<file path="src/rtl/perm_shift_pkg.sv">
// Package: shared constants for the bit-permute shift accumulator.
// Assumes a 32-bit word and the fixed instruction field layout 6/5/5/5/5/6.
package perm_shift_pkg;
    localparam int WORD_W  = 32;
    localparam int GROUP_W = 6;
    localparam int IDX_W   = $clog2(WORD_W);

    localparam logic [5:0] OPC_MAJOR = 6'b011100;
    localparam logic [4:0] OPC_RDZ   = 5'b00000;
    localparam logic [4:0] OPC_SHAMT = 5'b10010;
    localparam logic [5:0] OPC_FUNC  = 6'b000001;

    typedef struct packed {
        logic [5:0] major;
        logic [4:0] src_a;
        logic [4:0] src_b;
        logic [4:0] dst;
        logic [4:0] shamt;
        logic [5:0] func;
    } instr_fields_t;
endpackage

</file>
<file path="src/rtl/psa_decode.sv">
// Module: psa_decode
// Decides whether the instruction word requests the permute-shift operation.
// Assumes the instruction is valid for the whole cycle when issue is high.
// The register-number fields do not take part in the match.
module psa_decode
    import perm_shift_pkg::*;
(
    input  logic        issue,
    input  logic [31:0] instr,
    output logic        go
);
    instr_fields_t f;
    logic          unused_regs;

    assign f           = instr_fields_t'(instr);
    assign unused_regs = ^{f.src_a, f.src_b};

    // Purpose: match every fixed field and qualify the result with the strobe.
    always_comb begin
        go = issue
          && (f.major == OPC_MAJOR)
          && (f.dst   == OPC_RDZ)
          && (f.shamt == OPC_SHAMT)
          && (f.func  == OPC_FUNC);
    end
endmodule

</file>
<file path="src/rtl/psa_bit_pick.sv">
// Module: psa_bit_pick
// Picks GROUP bits out of the data word. Bit k of the result comes from the
// data bit whose index is held in selector field k (IDX bits, packed from 0).
// Assumes GROUP*IDX <= W. Selector bits above the packed fields are ignored.
module psa_bit_pick #(
    parameter int W     = 32,
    parameter int GROUP = 6,
    parameter int IDX   = $clog2(W)
) (
    input  logic [W-1:0]     data,
    input  logic [W-1:0]     sel,
    output logic [GROUP-1:0] bits
);
    localparam int USED = GROUP * IDX;

    generate
        for (genvar k = 0; k < GROUP; k++) begin : g_pick
            logic [IDX-1:0] idx;
            assign idx     = sel[k*IDX +: IDX];
            // Purpose: one index-driven multiplexer per result bit.
            assign bits[k] = data[idx];
        end
        if (USED < W) begin : g_spare
            logic unused_sel_hi;
            assign unused_sel_hi = ^sel[W-1:USED];
        end
    endgenerate
endmodule

</file>
<file path="src/rtl/psa_acc_regs.sv">
// Module: psa_acc_regs
// Holds the extension, middle and low accumulator registers.
// On a step, the whole accumulator shifts left by GROUP and new_bits go in
// at the bottom. A direct load beats a step. The reset is synchronous and
// active low. Assumes GROUP < W.
module psa_acc_regs #(
    parameter int W     = 32,
    parameter int EXT_W = 8,
    parameter int GROUP = 6
) (
    input  logic             clk,
    input  logic             rst_n,
    input  logic             step,
    input  logic [GROUP-1:0] new_bits,
    input  logic             load,
    input  logic [EXT_W-1:0] ld_ext,
    input  logic [W-1:0]     ld_mid,
    input  logic [W-1:0]     ld_low,
    output logic [EXT_W-1:0] q_ext,
    output logic [W-1:0]     q_mid,
    output logic [W-1:0]     q_low
);
    logic [EXT_W-1:0] ext_shift;
    logic [W-1:0]     mid_shift;
    logic [W-1:0]     low_shift;

    // Purpose: shifted middle and low words for one step.
    always_comb begin
        mid_shift = {q_mid[W-GROUP-1:0], q_low[W-1:W-GROUP]};
        low_shift = {q_low[W-GROUP-1:0], new_bits};
    end

    generate
        if (EXT_W > GROUP) begin : g_ext_wide
            logic unused_ext_top;
            assign unused_ext_top = ^q_ext[EXT_W-1:EXT_W-GROUP];
            // Purpose: keep the low extension bits and append the middle top.
            assign ext_shift = {q_ext[EXT_W-GROUP-1:0], q_mid[W-1:W-GROUP]};
        end else begin : g_ext_narrow
            logic unused_ext_all;
            assign unused_ext_all = ^q_ext;
            // Purpose: a narrow extension keeps only the low part of the group.
            assign ext_shift = q_mid[W-GROUP+EXT_W-1:W-GROUP];
        end
    endgenerate

    // Purpose: register update with reset, then load, then step priority.
    always_ff @(posedge clk) begin
        if (!rst_n) begin
            q_ext <= '0;
            q_mid <= '0;
            q_low <= '0;
        end else if (load) begin
            q_ext <= ld_ext;
            q_mid <= ld_mid;
            q_low <= ld_low;
        end else if (step) begin
            q_ext <= ext_shift;
            q_mid <= mid_shift;
            q_low <= low_shift;
        end
    end
endmodule

</file>
<file path="src/rtl/perm_shift_acc.sv">
// Module: perm_shift_acc (top)
// Bit-permute shift accumulator: decodes the request, picks six bits from
// the data operand, and shifts them into the three-part accumulator.
// Assumes a 32-bit datapath. Register-file access and hazards are handled
// outside this block.
module perm_shift_acc
    import perm_shift_pkg::*;
#(
    parameter int EXT_W = 8
) (
    input  logic             clk,
    input  logic             rst_n,
    input  logic             issue_valid,
    input  logic [31:0]      instr_word,
    input  logic [31:0]      data_opnd,
    input  logic [31:0]      sel_opnd,
    input  logic             wr_en,
    input  logic [EXT_W-1:0] wr_ext,
    input  logic [31:0]      wr_mid,
    input  logic [31:0]      wr_low,
    output logic [EXT_W-1:0] rd_ext,
    output logic [31:0]      rd_mid,
    output logic [31:0]      rd_low
);
    logic               go;
    logic [GROUP_W-1:0] picked;

    psa_decode u_dec (
        .issue (issue_valid),
        .instr (instr_word),
        .go    (go)
    );

    psa_bit_pick #(.W(WORD_W), .GROUP(GROUP_W), .IDX(IDX_W)) u_pick (
        .data (data_opnd),
        .sel  (sel_opnd),
        .bits (picked)
    );

    psa_acc_regs #(.W(WORD_W), .EXT_W(EXT_W), .GROUP(GROUP_W)) u_regs (
        .clk      (clk),
        .rst_n    (rst_n),
        .step     (go),
        .new_bits (picked),
        .load     (wr_en),
        .ld_ext   (wr_ext),
        .ld_mid   (wr_mid),
        .ld_low   (wr_low),
        .q_ext    (rd_ext),
        .q_mid    (rd_mid),
        .q_low    (rd_low)
    );
endmodule

</file>
<file path="config.mk">
export PLATFORM = sky130hd
export DESIGN_NAME = perm_shift_acc
export DESIGN_NICKNAME = d
export VERILOG_FILES = /design/src/rtl/perm_shift_pkg.sv /design/src/rtl/psa_decode.sv /design/src/rtl/psa_bit_pick.sv /design/src/rtl/psa_acc_regs.sv /design/src/rtl/perm_shift_acc.sv
export SDC_FILE = /design/constraint.sdc
export NUM_CORES = 1
export LEC_CHECK = 0
export ABC_AREA = 1
export BUFFER_PORTS_ARGS = -buffer_cell sky130_fd_sc_hd__buf_2
export CORE_ASPECT_RATIO = 1.2
export CORE_MARGIN = 2
export CORE_UTILIZATION = 52
export DETAILED_ROUTE_END_ITERATION = 10
export PLACE_DENSITY = 0.87
export SETUP_SLACK_MARGIN = 0.02
export SYNTH_ARGS = -nofsm -noshare
export SYNTH_HDL_FRONTEND = slang
export SYNTH_SLANG_ARGS = --single-unit
</file>
<file path="constraint.sdc">
create_clock -name clk -period 3.3 [get_ports clk]
set_input_delay 0.66 -clock clk [delete_from_list [all_inputs] [get_ports clk]]
set_output_delay 0.66 -clock clk [all_outputs]
set_load 0.05 [all_outputs]
</file>
==> run_results.csv, run 1 <==
group,metric,value,unit
setup_path,start_kind,"primary input",
routing,routed_wl,19.9,mm
pwr,pwr-share-comb,0.289,
sta,tns,0,ns
yosys,synth_compound_gate_area_share,0.0921,
global_routing,track_usage,0.333,
routing,drc,0,
setup_path,cp.arrival,2.61,ns
yosys,ys_ff_latch,72,
routing,drtPass1Iterations,5,
global_routing,grt_pass1_vias,5903,
clock_tree,post_cts_resized,0,
pwr,clockPowerShare,0.357,
setup_path,worstPathMaxFanout,66,
global_routing,grt_pass1_wl,30.1,mm
clock_tree,ctsHoldBuffers,0,
yosys,synth_adder_area_share,0,
routing,wire_per_inst,16.8,um
setup_path,r2r_slack,2.35,ns
setup_path,cp-endpoint,"u_regs.q_mid[5]$_SDFFE_PN0P_",
hold_path,hold_path_class,"reg -> reg",
global_routing,grt_max_degree,73,
clock_tree,path_clk_slew,0.06,ns
yosys,synth.cell_area,5460,um^2
yosys,synthCells,864,
sta,slew_headroom,0.275,
job,max-cap-violations,0,
pwr,finalPower,0.00270,W
sta,hold_violations,0,
finish,final_area,6800,um^2
pwr,p_int,0.00179,W
sta,worst_pin_slew,1.09,ns
sta,worst_slack,0.874,ns
sta,hold_ws,0.462,ns
placed_design,placed_cell_area,6510,um^2
pwr,switching_share,0.338,
placed_design,portBuffers,231,
finish,syn2layout_area_growth,24.6,%
yosys,synth_top_family_by_area,"simple AND/OR/NAND/NOR gates",
floorplan,die_h,116,um
sta,setup_viol,0,
yosys,synth.distinct_cells,23,
sta,slew_viol_final,0,
finish,regArea,1440,um^2
setup_path,critPathKind,"in -> reg",
clock_tree,cts_tree,"built",
pwr,p_switching,0.000913,W
routing,avgViaCountPerCell,5.66,
routing,vias,6732,
setup_path,r2r_end,"u_regs.q_mid[8]$_SDFFE_PN0P_",
floorplan,fp.coreArea,10400,um^2
clock_tree,cts-htree-levels,3,
clock_tree,clk_latency,0.33,ns
setup_path,max_stage_delay,0.50,ns
yosys,syn_area_per_cell,6.32,um^2
clock_tree,cts-buffers-inserted,9,
setup_path,slowest_stage,"inv_2",
yosys,synth_xor_area_frac,0,
outcome,status,"finished, final reports clean",
pwr,seqPwrFrac,0.354,
placed_design,detailed_place_hpwl,14.0,mm
clock_tree,cts_setup_buffers,0,
pwr,ir_drop,278,uV
setup_path,r2r_cells,3,
finish,diodes,0,
pwr,powerDensity,397,nW/um^2
yosys,seq_area_frac_synth,0.264,
placed_design,routabilityCongestion,1.03,
sta,rsz0062_at_grt,"false",
setup_path,end_kind,"flip-flop",
hold_path,hold_depth,2,
routing,drtIter0Drc,510,
clock_tree,clkSinkCount,72,
yosys,synth-simple-area-share,0.405,
clock_tree,cts_buffer_depth,2,
finish,fillCellCount,982,
sta,period_share,0.735,
placed_design,dp_slack,0.583,ns
floorplan,fp.dieArea,11300,um^2
floorplan,initial_core_util,0.527,
sta,finalClockSkew,0.00509,ns
yosys,synthesis.nets,1036,
setup_path,cp-startpoint,"instr_word[2]",
floorplan,die_w,97.5,um
sta,max_freq,0.412,GHz
floorplan,io_pins,244,
pwr,p_leak,3.48,nW
setup_path,crit_required,3.48,ns
floorplan,num_rows,41,
finish,drive_gt1_frac,0.321,
yosys,muxShareOfSynthArea,0.136,
finish,final_nets,1229,
global_routing,overflow,0,
yosys,yosysWarningCount,0,
clock_tree,cts_root_buf,"clkbuf_16",
setup_path,crit_chain,"buf_2 > or2_0 > nor3_2 > nand3_2 > nand2_4 > inv_2 > nand2_1 > a21oi_1",
sta,period_minus_slack,2.43,ns
setup_path,worstReg2RegStart,"u_regs.q_mid[2]$_SDFFE_PN0P_",
global_routing,grt_antenna_before_repair,1,
routing,ant_nets,0,
finish,multi_input_area,3450,um^2
[layout make-up]
class                           count  area share
Sequential cell                    72       0.212
Tap cell                          129      0.0237
Multi-Input combinational cell    669       0.508
Inverter                           70      0.0386
Clock buffer                       10      0.0351
Timing Repair Buffer              235       0.174
Clock inverter                      5     0.00828
[flip-flops by register name (all words and copies together), names as in the netlist]
name / flops
u_regs.q_low: 32
u_regs.q_mid: 32
u_regs.q_ext: 8
[per-layer routing]
metal,GRT usage,part of all wire,vias up
met2,0.581,0.49,416
li1,-,-,3227
met4,0.177,0.048,0
met3,0.0724,0.11,83
met1,0.386,0.36,3006
met5,0,0,-
[through the flow]
stage / util / cells
after floorplan: - / 864
after global placement: 0.628 / 1175
after detailed placement: 0.628 / 1175
after CTS: 0.656 / 1190
after global routing: 0.656 / 1190
final: 0.656 / 1190
[power by group through the flow]
stage	logic, W	registers (W)	clock network, W
after floorplan	0.000394	0.00112	0
after global placement	0.000757	0.000970	0
after detailed placement	0.000764	0.000971	0
after CTS	0.000769	0.000953	0.000973
after global routing	0.000840	0.000959	0.00101
final	0.000781	0.000954	0.000963
[worst max-delay path, delay by kind of cell]
family / cells / cell delay [ns]
simple gates: 5 / 1.22
compound gates: 1 / 0.10
buf+inv: 2 / 0.59
[cell usage after synthesis]
cell / number / area share
buf_8: 2 / 0.0055
nor3_2: 1 / 0.0018
a21oi_1: 68 / 0.062
nand2_1: 309 / 0.21
nor2_1: 6 / 0.0041
clkbuf_1: 27 / 0.019
nand2_2: 10 / 0.011
inv_1: 69 / 0.047
inv_2: 1 / 0.00069
nand4_1: 2 / 0.0023
a21oi_2: 10 / 0.016
nand3_2: 1 / 0.0018
mux2_2: 66 / 0.14
buf_1: 1 / 0.00069
buf_2: 15 / 0.014
o21ai_0: 6 / 0.0055
dfxtp_1: 72 / 0.26
nand3_1: 181 / 0.17
or2_0: 1 / 0.0011
nand2_4: 1 / 0.0021
nand3b_1: 1 / 0.0014
buf_6: 8 / 0.017
o211ai_1: 6 / 0.0083
[how the worst min path moves through the flow]
stage	from	to
2_1_floorplan	u_regs.q_ext[5]$_SDFFE_PN0P_	u_regs.q_ext[5]$_SDFFE_PN0P_
3_3_place_gp	u_regs.q_ext[3]$_SDFFE_PN0P_	u_regs.q_ext[3]$_SDFFE_PN0P_
3_5_place_dp	u_regs.q_ext[3]$_SDFFE_PN0P_	u_regs.q_ext[3]$_SDFFE_PN0P_
4_1_cts	u_regs.q_ext[3]$_SDFFE_PN0P_	u_regs.q_ext[3]$_SDFFE_PN0P_
5_1_grt	u_regs.q_ext[2]$_SDFFE_PN0P_	u_regs.q_ext[2]$_SDFFE_PN0P_
6_report	u_regs.q_ext[7]$_SDFFE_PN0P_	u_regs.q_ext[7]$_SDFFE_PN0P_
[placed cells by master (no fill, tap or decap), types with 9 or more instances in the layout]
| cell type | synthesis | layout |
|---|---|---|
| nand2_1 | 309 | 309 |
| mux2_2 | 66 | 66 |
| a21oi_2 | 10 | 10 |
| nand2_2 | 10 | 10 |
| clkbuf_16 | 0 | 9 |
| a21oi_1 | 68 | 68 |
| nand3_1 | 181 | 181 |
| buf_2 | 15 | 231 |
| dfxtp_1 | 72 | 72 |
| inv_1 | 69 | 68 |
[cell families (layout without fill, tap and decap cells)]
group | after synthesis | count (layout)
mux | 66 | 66
compound gates | 90 | 90
buf+inv | 123 | 320
flops | 72 | 72
simple gates | 513 | 513
(Power assumes the default switching activity.)
==> inputs of run 2 (changes only) <==
Settings changed: ABC_AREA 1 to 0, CORE_UTILIZATION 52 to 47, PLACE_DENSITY 0.87 to 0.82.
Clock period 3.3 ns to 2.43 ns, I/O delays scaled along.
==> run 2 against run 1 <==
  * Hold slack worse by 0.037 ns
  * Global-route usage down 4.7 points
  * Largest power group is now registers
  * Setup slack worse by 0.49 ns
  * Sequential share of layout area up 0.94 points
  * Non-clock buffer count up 10
  * Final area down 4.2%
  * Clock skew down 0.0013 ns
  * Critical path depth down 1
  * Synthesized area down 9.2%
==> run_results.csv, run 2 <==
group,metric,value,unit
finish,diodes,0,
setup_path,cp.arrival,2.26,ns
finish,final_cell_mix,"buf_2 (231), mux2i_1 (89), nor2_1 (74)",
finish,syn2layout_area_growth,31.4,%
finish,reg_top3,"u_regs.q_low: 32 flops, u_regs.q_mid: 32 flops, u_regs.q_ext: 8 flops",
routing,routed_wl,16.7,mm
hold_path,hold_path_class,"in -> reg",
job,max-cap-violations,0,
finish,final_nets,864,
yosys,muxShareOfSynthArea,0.392,
yosys,synthTopCellsByCount,"mux2i_1 (89), nor2_1 (74), dfxtp_1 (72)",
routing,vias,5015,
clock_tree,post_cts_resized,0,
global_routing,overflow,0,
floorplan,num_rows,41,
yosys,seq_area_frac_synth,0.291,
pwr,powerDensity,569,nW/um^2
global_routing,grt_pass1_wl,25.5,mm
setup_path,slowest_stage,"mux4_2",
clock_tree,cts_setup_buffers,0,
setup_path,crit_required,2.64,ns
sta,rsz0062_at_grt,"false",
global_routing,grt_antenna_before_repair,1,
yosys,synth_area_leaders,"dfxtp_1 (29%), mux2i_1 (18%), mux4_2 (11%)",
yosys,synthesis.nets,652,
pwr,p_leak,2.73,nW
yosys,async_flop_share,0,
routing,drtPass1Iterations,5,
setup_path,critPathKind,"in -> reg",
routing,ant_nets,0,
hold_path,hold_depth,3,
sta,slew_headroom,0.675,
yosys,synth_edf_count,0,
clock_tree,clkSinkCount,72,
yosys,synth.distinct_cells,37,
floorplan,die_h,116,um
floorplan,initial_core_util,0.476,
pwr,ir_drop,385,uV
yosys,synth-simple-area-share,0.132,
routing,drtIter0Drc,219,
sta,finalClockSkew,0.00376,ns
sta,period_minus_slack,2.05,ns
setup_path,r2r_slack,1.52,ns
yosys,yosysWarningCount,0,
setup_path,critPathTopFamily,"multiplexers",
setup_path,r2r_end,"u_regs.q_mid[21]$_SDFFE_PN0P_",
global_routing,grt_max_degree,63,
yosys,synthCells,480,
setup_path,cp-startpoint,"data_opnd[23]",
yosys,syn_area_per_cell,10.3,um^2
outcome,status,"finished, final reports clean",
finish,drive_gt1_frac,0.423,
sta,max_freq,0.488,GHz
setup_path,worstReg2RegStart,"u_regs.q_mid[15]$_SDFFE_PN0P_",
setup_path,start_kind,"primary input",
global_routing,grt_pass1_vias,4870,
floorplan,fp.coreArea,10400,um^2
sta,worst_pin_slew,0.488,ns
placed_design,portBuffers,231,
yosys,synth.cell_area,4960,um^2
clock_tree,path_clk_slew,0.05,ns
floorplan,fp.dieArea,11400,um^2
setup_path,end_kind,"flip-flop",
yosys,synth_adder_area_share,0,
floorplan,die_w,97.7,um
clock_tree,cts_root_buf,"clkbuf_16",
yosys,ys.flop_type,"dfxtp_1",
hold_path,worstHoldStart,"wr_low[1]",
finish,final_common_cell,"buf_2",
sta,hold_violations,0,
setup_path,max_stage_delay,0.46,ns
hold_path,min_to,"u_regs.q_low[1]$_SDFFE_PN0P_",
setup_path,worstPathMaxFanout,6,
sta,tns,0,ns
yosys,synth_top_cell_by_area,"dfxtp_1",
setup_path,r2r_cells,2,
finish,final_area,6510,um^2
routing,wire_per_inst,20.2,um
clock_tree,ctsHoldBuffers,0,
yosys,synth_top_family_by_area,"multiplexers",
setup_path,crit_buf_inv,2,
yosys,synth_compound_gate_area_share,0.134,
yosys,synthDominantCellAreaShare,0.291,
yosys,ys_ff_latch,72,
clock_tree,cts-buffers-inserted,9,
sta,period_share,0.842,
clock_tree,cts_tree,"built",
placed_design,placed_cell_area,6210,um^2
clock_tree,clk_latency,0.33,ns
clock_tree,cts_buffer_depth,2,
placed_design,routabilityCongestion,1.04,
setup_path,crit_chain,"buf_2 > mux4_2 > mux2_2 > and3_1 > nor4_1 > buf_4 > o22ai_1",
placed_design,detailed_place_hpwl,12.8,mm
routing,avgViaCountPerCell,6.07,
clock_tree,cts-htree-levels,3,
floorplan,io_pins,244,
global_routing,track_usage,0.286,
sta,setup_viol,0,
sta,slew_viol_final,0,
routing,drc,0,
yosys,synth_xor_area_frac,0,
yosys,synth.most_common_cell,"mux2i_1",
finish,fillCellCount,887,
[run 2: cell count changes after synthesis, sizes merged, moves of 7 or more]
cell / delta
nand2: -310
nand3: -178
mux2i: +89
a21oi: -74
nor2: +69
a211oi: +68
inv: -67
mux2: -60
mux4: +41
buf: -13
nor3b: +8
nor4: +7
[run 2: worst register-to-register path, cell delays in order, from the launching register on]
cell and delay [ns]:
dfxtp_1 0.41, mux2i_1 0.10, a211oi_1 0.30
[run 2: worst max-delay path by stage]
stage,end,cells after the start
floorplan,u_regs.q_low[5]$_SDFFE_PN0P_,6
global placement,u_regs.q_low[2]$_SDFFE_PN0P_,7
detailed placement,u_regs.q_low[0]$_SDFFE_PN0P_,7
CTS,u_regs.q_low[0]$_SDFFE_PN0P_,7
global route,u_regs.q_low[2]$_SDFFE_PN0P_,7
finish,u_regs.q_low[0]$_SDFFE_PN0P_,7
[run 2: per-stage QoR]
stage | worst slack [ns] | utilization | instances | hold WS [ns] | total power [W]
3_5_place_dp | 0.0569 | 0.596 | 810 | 0.550 | 0.00239
2_1_floorplan | 0.330 | - | 480 | 0.624 | 0.00202
6_report | 0.383 | 0.625 | 826 | 0.425 | 0.00370
4_1_cts | 0.406 | 0.625 | 826 | 0.414 | 0.00372
5_1_grt | 0.304 | 0.625 | 826 | 0.422 | 0.00385
3_3_place_gp | 0.0538 | 0.596 | 810 | 0.538 | 0.00237
[run 2: cell type report]
class | count | area [um^2] | area share
Clock inverter | 5 | 55.1 | 0.00845
Sequential cell | 72 | 1440 | 0.221
Timing Repair Buffer | 245 | 1320 | 0.203
Inverter | 4 | 17.5 | 0.00269
Tap cell | 129 | 161 | 0.0248
Multi-Input combinational cell | 360 | 3260 | 0.501
Clock buffer | 11 | 253 | 0.0388
[run 2: kinds of logic (layout without fill, tap and decap cells)]
logic type             Yosys count  after routing
buffers and inverters           48            265
multiplexers                   136            136
flip-flops                      72             72
AND/OR/NAND/NOR                133            133
AO/OA/AOI/OAI                   91             91
[run 2: power breakdown]
group / switching, W / internal [W]
Combinational: 0.000636 / 0.000398
Clock: 0.000485 / 0.000846
Sequential: 0.0000735 / 0.00126
Total: 0.00120 / 0.00251
[run 2: per-layer routing]
metal,vias up,share of wire,global-route usage
met2,291,0.49,0.487
met4,2,0.056,0.184
li1,2320,-,-
met1,2350,0.36,0.319
met5,-,0.00066,0
met3,52,0.093,0.0802
==> inputs of run 3 (changes only) <==
Settings changed: ABC_AREA 0 to 1, CORE_UTILIZATION 47 to 44, PLACE_DENSITY 0.82 to 0.78.
Clock period 2.43 ns to 1.8 ns, I/O delays scaled along.
==> run 3 against run 2 <==
  * Die area is 17% higher
  * Sequential power is 31% higher
  * Register-to-register slack worse by 0.63 ns
  * Setup slack worse by 0.022 ns
  * Utilization is 4.4 points lower
  * Final area is 8.2% higher
  * Sequential share of layout area is 1.7 points lower
  * Non-clock buffer count is 5 higher
  * Clock-buffer cell count stayed put
  * Sequential cell count stayed put
  * Critical path type unchanged
  * Critical endpoint is now u_regs.q_mid[6]$_SDFFE_PN0P_
  * Largest power group is now clock
==> run_results.csv, run 3 (synthesis results as in run 1) <==
group,metric,value,unit
outcome,status,"finished, final reports clean",
finish,final_nets,1244,
setup_path,r2r_cells,3,
clock_tree,post_cts_resized,0,
routing,drc,0,
routing,routed_wl,20.1,mm
finish,drive_gt1_frac,0.331,
job,max-cap-violations,0,
placed_design,routabilityCongestion,0.981,
placed_design,portBuffers,231,
setup_path,worstPathMaxFanout,37,
routing,vias,6649,
sta,hold_ws,0.314,ns
setup_path,r2r_end,"u_regs.q_mid[17]$_SDFFE_PN0P_",
sta,period_share,0.800,
setup_path,critPathKind,"in -> reg",
finish,reg_top3,"u_regs.q_low: 32 flops, u_regs.q_mid: 32 flops, u_regs.q_ext: 8 flops",
setup_path,end_kind,"flip-flop",
placed_design,dp_slack,0.0375,ns
global_routing,grt_antenna_before_repair,1,
setup_path,worstReg2RegStart,"u_regs.q_mid[11]$_SDFFE_PN0P_",
setup_path,r2r_slack,0.89,ns
floorplan,io_pins,244,
finish,syn2layout_area_growth,29.1,%
floorplan,num_rows,44,
setup_path,start_kind,"primary input",
pwr,ir_drop,521,uV
floorplan,die_w,106,um
clock_tree,ctsHoldBuffers,0,
sta,setup_viol,0,
hold_path,worstHoldStart,"wr_low[5]",
pwr,powerDensity,708,nW/um^2
sta,slew_headroom,0.699,
hold_path,min_to,"u_regs.q_low[5]$_SDFFE_PN0P_",
sta,period_minus_slack,1.44,ns
floorplan,initial_core_util,0.451,
sta,worst_pin_slew,0.451,ns
clock_tree,cts-htree-levels,3,
pwr,p_leak,3.58,nW
floorplan,fp.coreArea,12100,um^2
clock_tree,path_clk_slew,0.05,ns
sta,rsz0062_at_grt,"false",
sta,max_freq,0.695,GHz
routing,ant_nets,0,
setup_path,cp.arrival,1.70,ns
floorplan,die_h,126,um
sta,hold_violations,0,
global_routing,grt_max_degree,39,
finish,diodes,0,
routing,drtPass1Iterations,5,
clock_tree,cts_buffer_depth,2,
clock_tree,cts-buffers-inserted,9,
global_routing,grt_pass1_vias,6297,
clock_tree,cts_setup_buffers,0,
clock_tree,clk_latency,0.33,ns
setup_path,crit_required,2.06,ns
hold_path,hold_path_class,"in -> reg",
clock_tree,cts_root_buf,"clkbuf_16",
hold_path,hold_depth,3,
finish,final_common_cell,"nand2_1",
placed_design,place_inst,1222,
finish,final_cell_mix,"nand2_1 (309), buf_2 (231), nand3_1 (181)",
sta,slew_viol_final,0,
floorplan,fp.dieArea,13300,um^2
sta,tns,0,ns
global_routing,grt_pass1_wl,31.4,mm
pwr,finalPower,0.00499,W
sta,finalClockSkew,0.00636,ns
finish,layoutNonFillerInstCount,1238,
clock_tree,clkSinkCount,72,
global_routing,overflow,0,
sta,worst_slack,0.361,ns
global_routing,track_usage,0.296,
placed_design,detailed_place_hpwl,14.6,mm
clock_tree,cts_tree,"built",
routing,drtIter0Drc,469,
routing,avgViaCountPerCell,5.37,
routing,wire_per_inst,16.3,um
run 3: cell count changes in the layout (fill, tap and decap cells not counted), moves of 16 or more:
cell	change
nand2_1	+299
a21oi_1	+64
inv_1	+66
mux4_2	-25
a211oi_1	-68
mux4_1	-16
mux2i_1	-89
mux2_2	+60
nand3_1	+177
nor2_1	-68
run 3: area by class of cell:
class,instances,area [um^2]
clock inverters,5,56.3
clock buffers,11,243
multi-input cells,669,3450
fillers,1194,5070
inverters,70,263
flip-flops and latches,72,1440
repair buffers,250,1390
well taps,161,201
run 3: metal layers:
| layer | vias up | global-route usage | routed length, um |
|---|---|---|---|
| li1 | 3255 | - | - |
| met1 | 2968 | 0.336 | 7240 |
| met2 | 365 | 0.532 | 10100 |
| met3 | 59 | 0.0518 | 1930 |
| met4 | 2 | 0.147 | 834 |
| met5 | - | 0 | 13 |
run 3: per-stage QoR:
stage / cell area [um^2] / utilization
final: 7050 / 0.582
after global routing: 7050 / 0.582
after CTS: 7050 / 0.582
after detailed placement: 6750 / 0.557
after global placement: 6750 / 0.557
after floorplan: 5460 / -
run 3: worst max path at each step:
stage / start / end / depth (start not counted)
after detailed placement: instr_word[2] / u_regs.q_low[10]$_SDFFE_PN0P_ / 8
after global routing: instr_word[2] / u_regs.q_low[10]$_SDFFE_PN0P_ / 8
after global placement: instr_word[2] / u_regs.q_low[10]$_SDFFE_PN0P_ / 8
final: instr_word[2] / u_regs.q_mid[6]$_SDFFE_PN0P_ / 8
after floorplan: instr_word[2] / u_regs.q_mid[10]$_SDFFE_PN0P_ / 9
after CTS: u_regs.q_low[1]$_SDFFE_PN0P_ / rd_low[1] / 1
run 3: worst max-delay path, cell delays in order:
cell and delay [ns]:
buf_2 0.10, or2_0 0.23, nor3_2 0.17, nand3_2 0.21
nand2_4 0.17, buf_12 0.20, nand2_1 0.10, a21oi_1 0.14
run 3: report_power, final:
| part | total (W) | internal, W | switching [W] |
|---|---|---|---|
| logic | 0.00148 | 0.000531 | 0.000944 |
| clock network | 0.00176 | 0.00111 | 0.000656 |
| registers | 0.00175 | 0.00168 | 0.0000706 |
| total | 0.00499 | 0.00332 | 0.00167 |
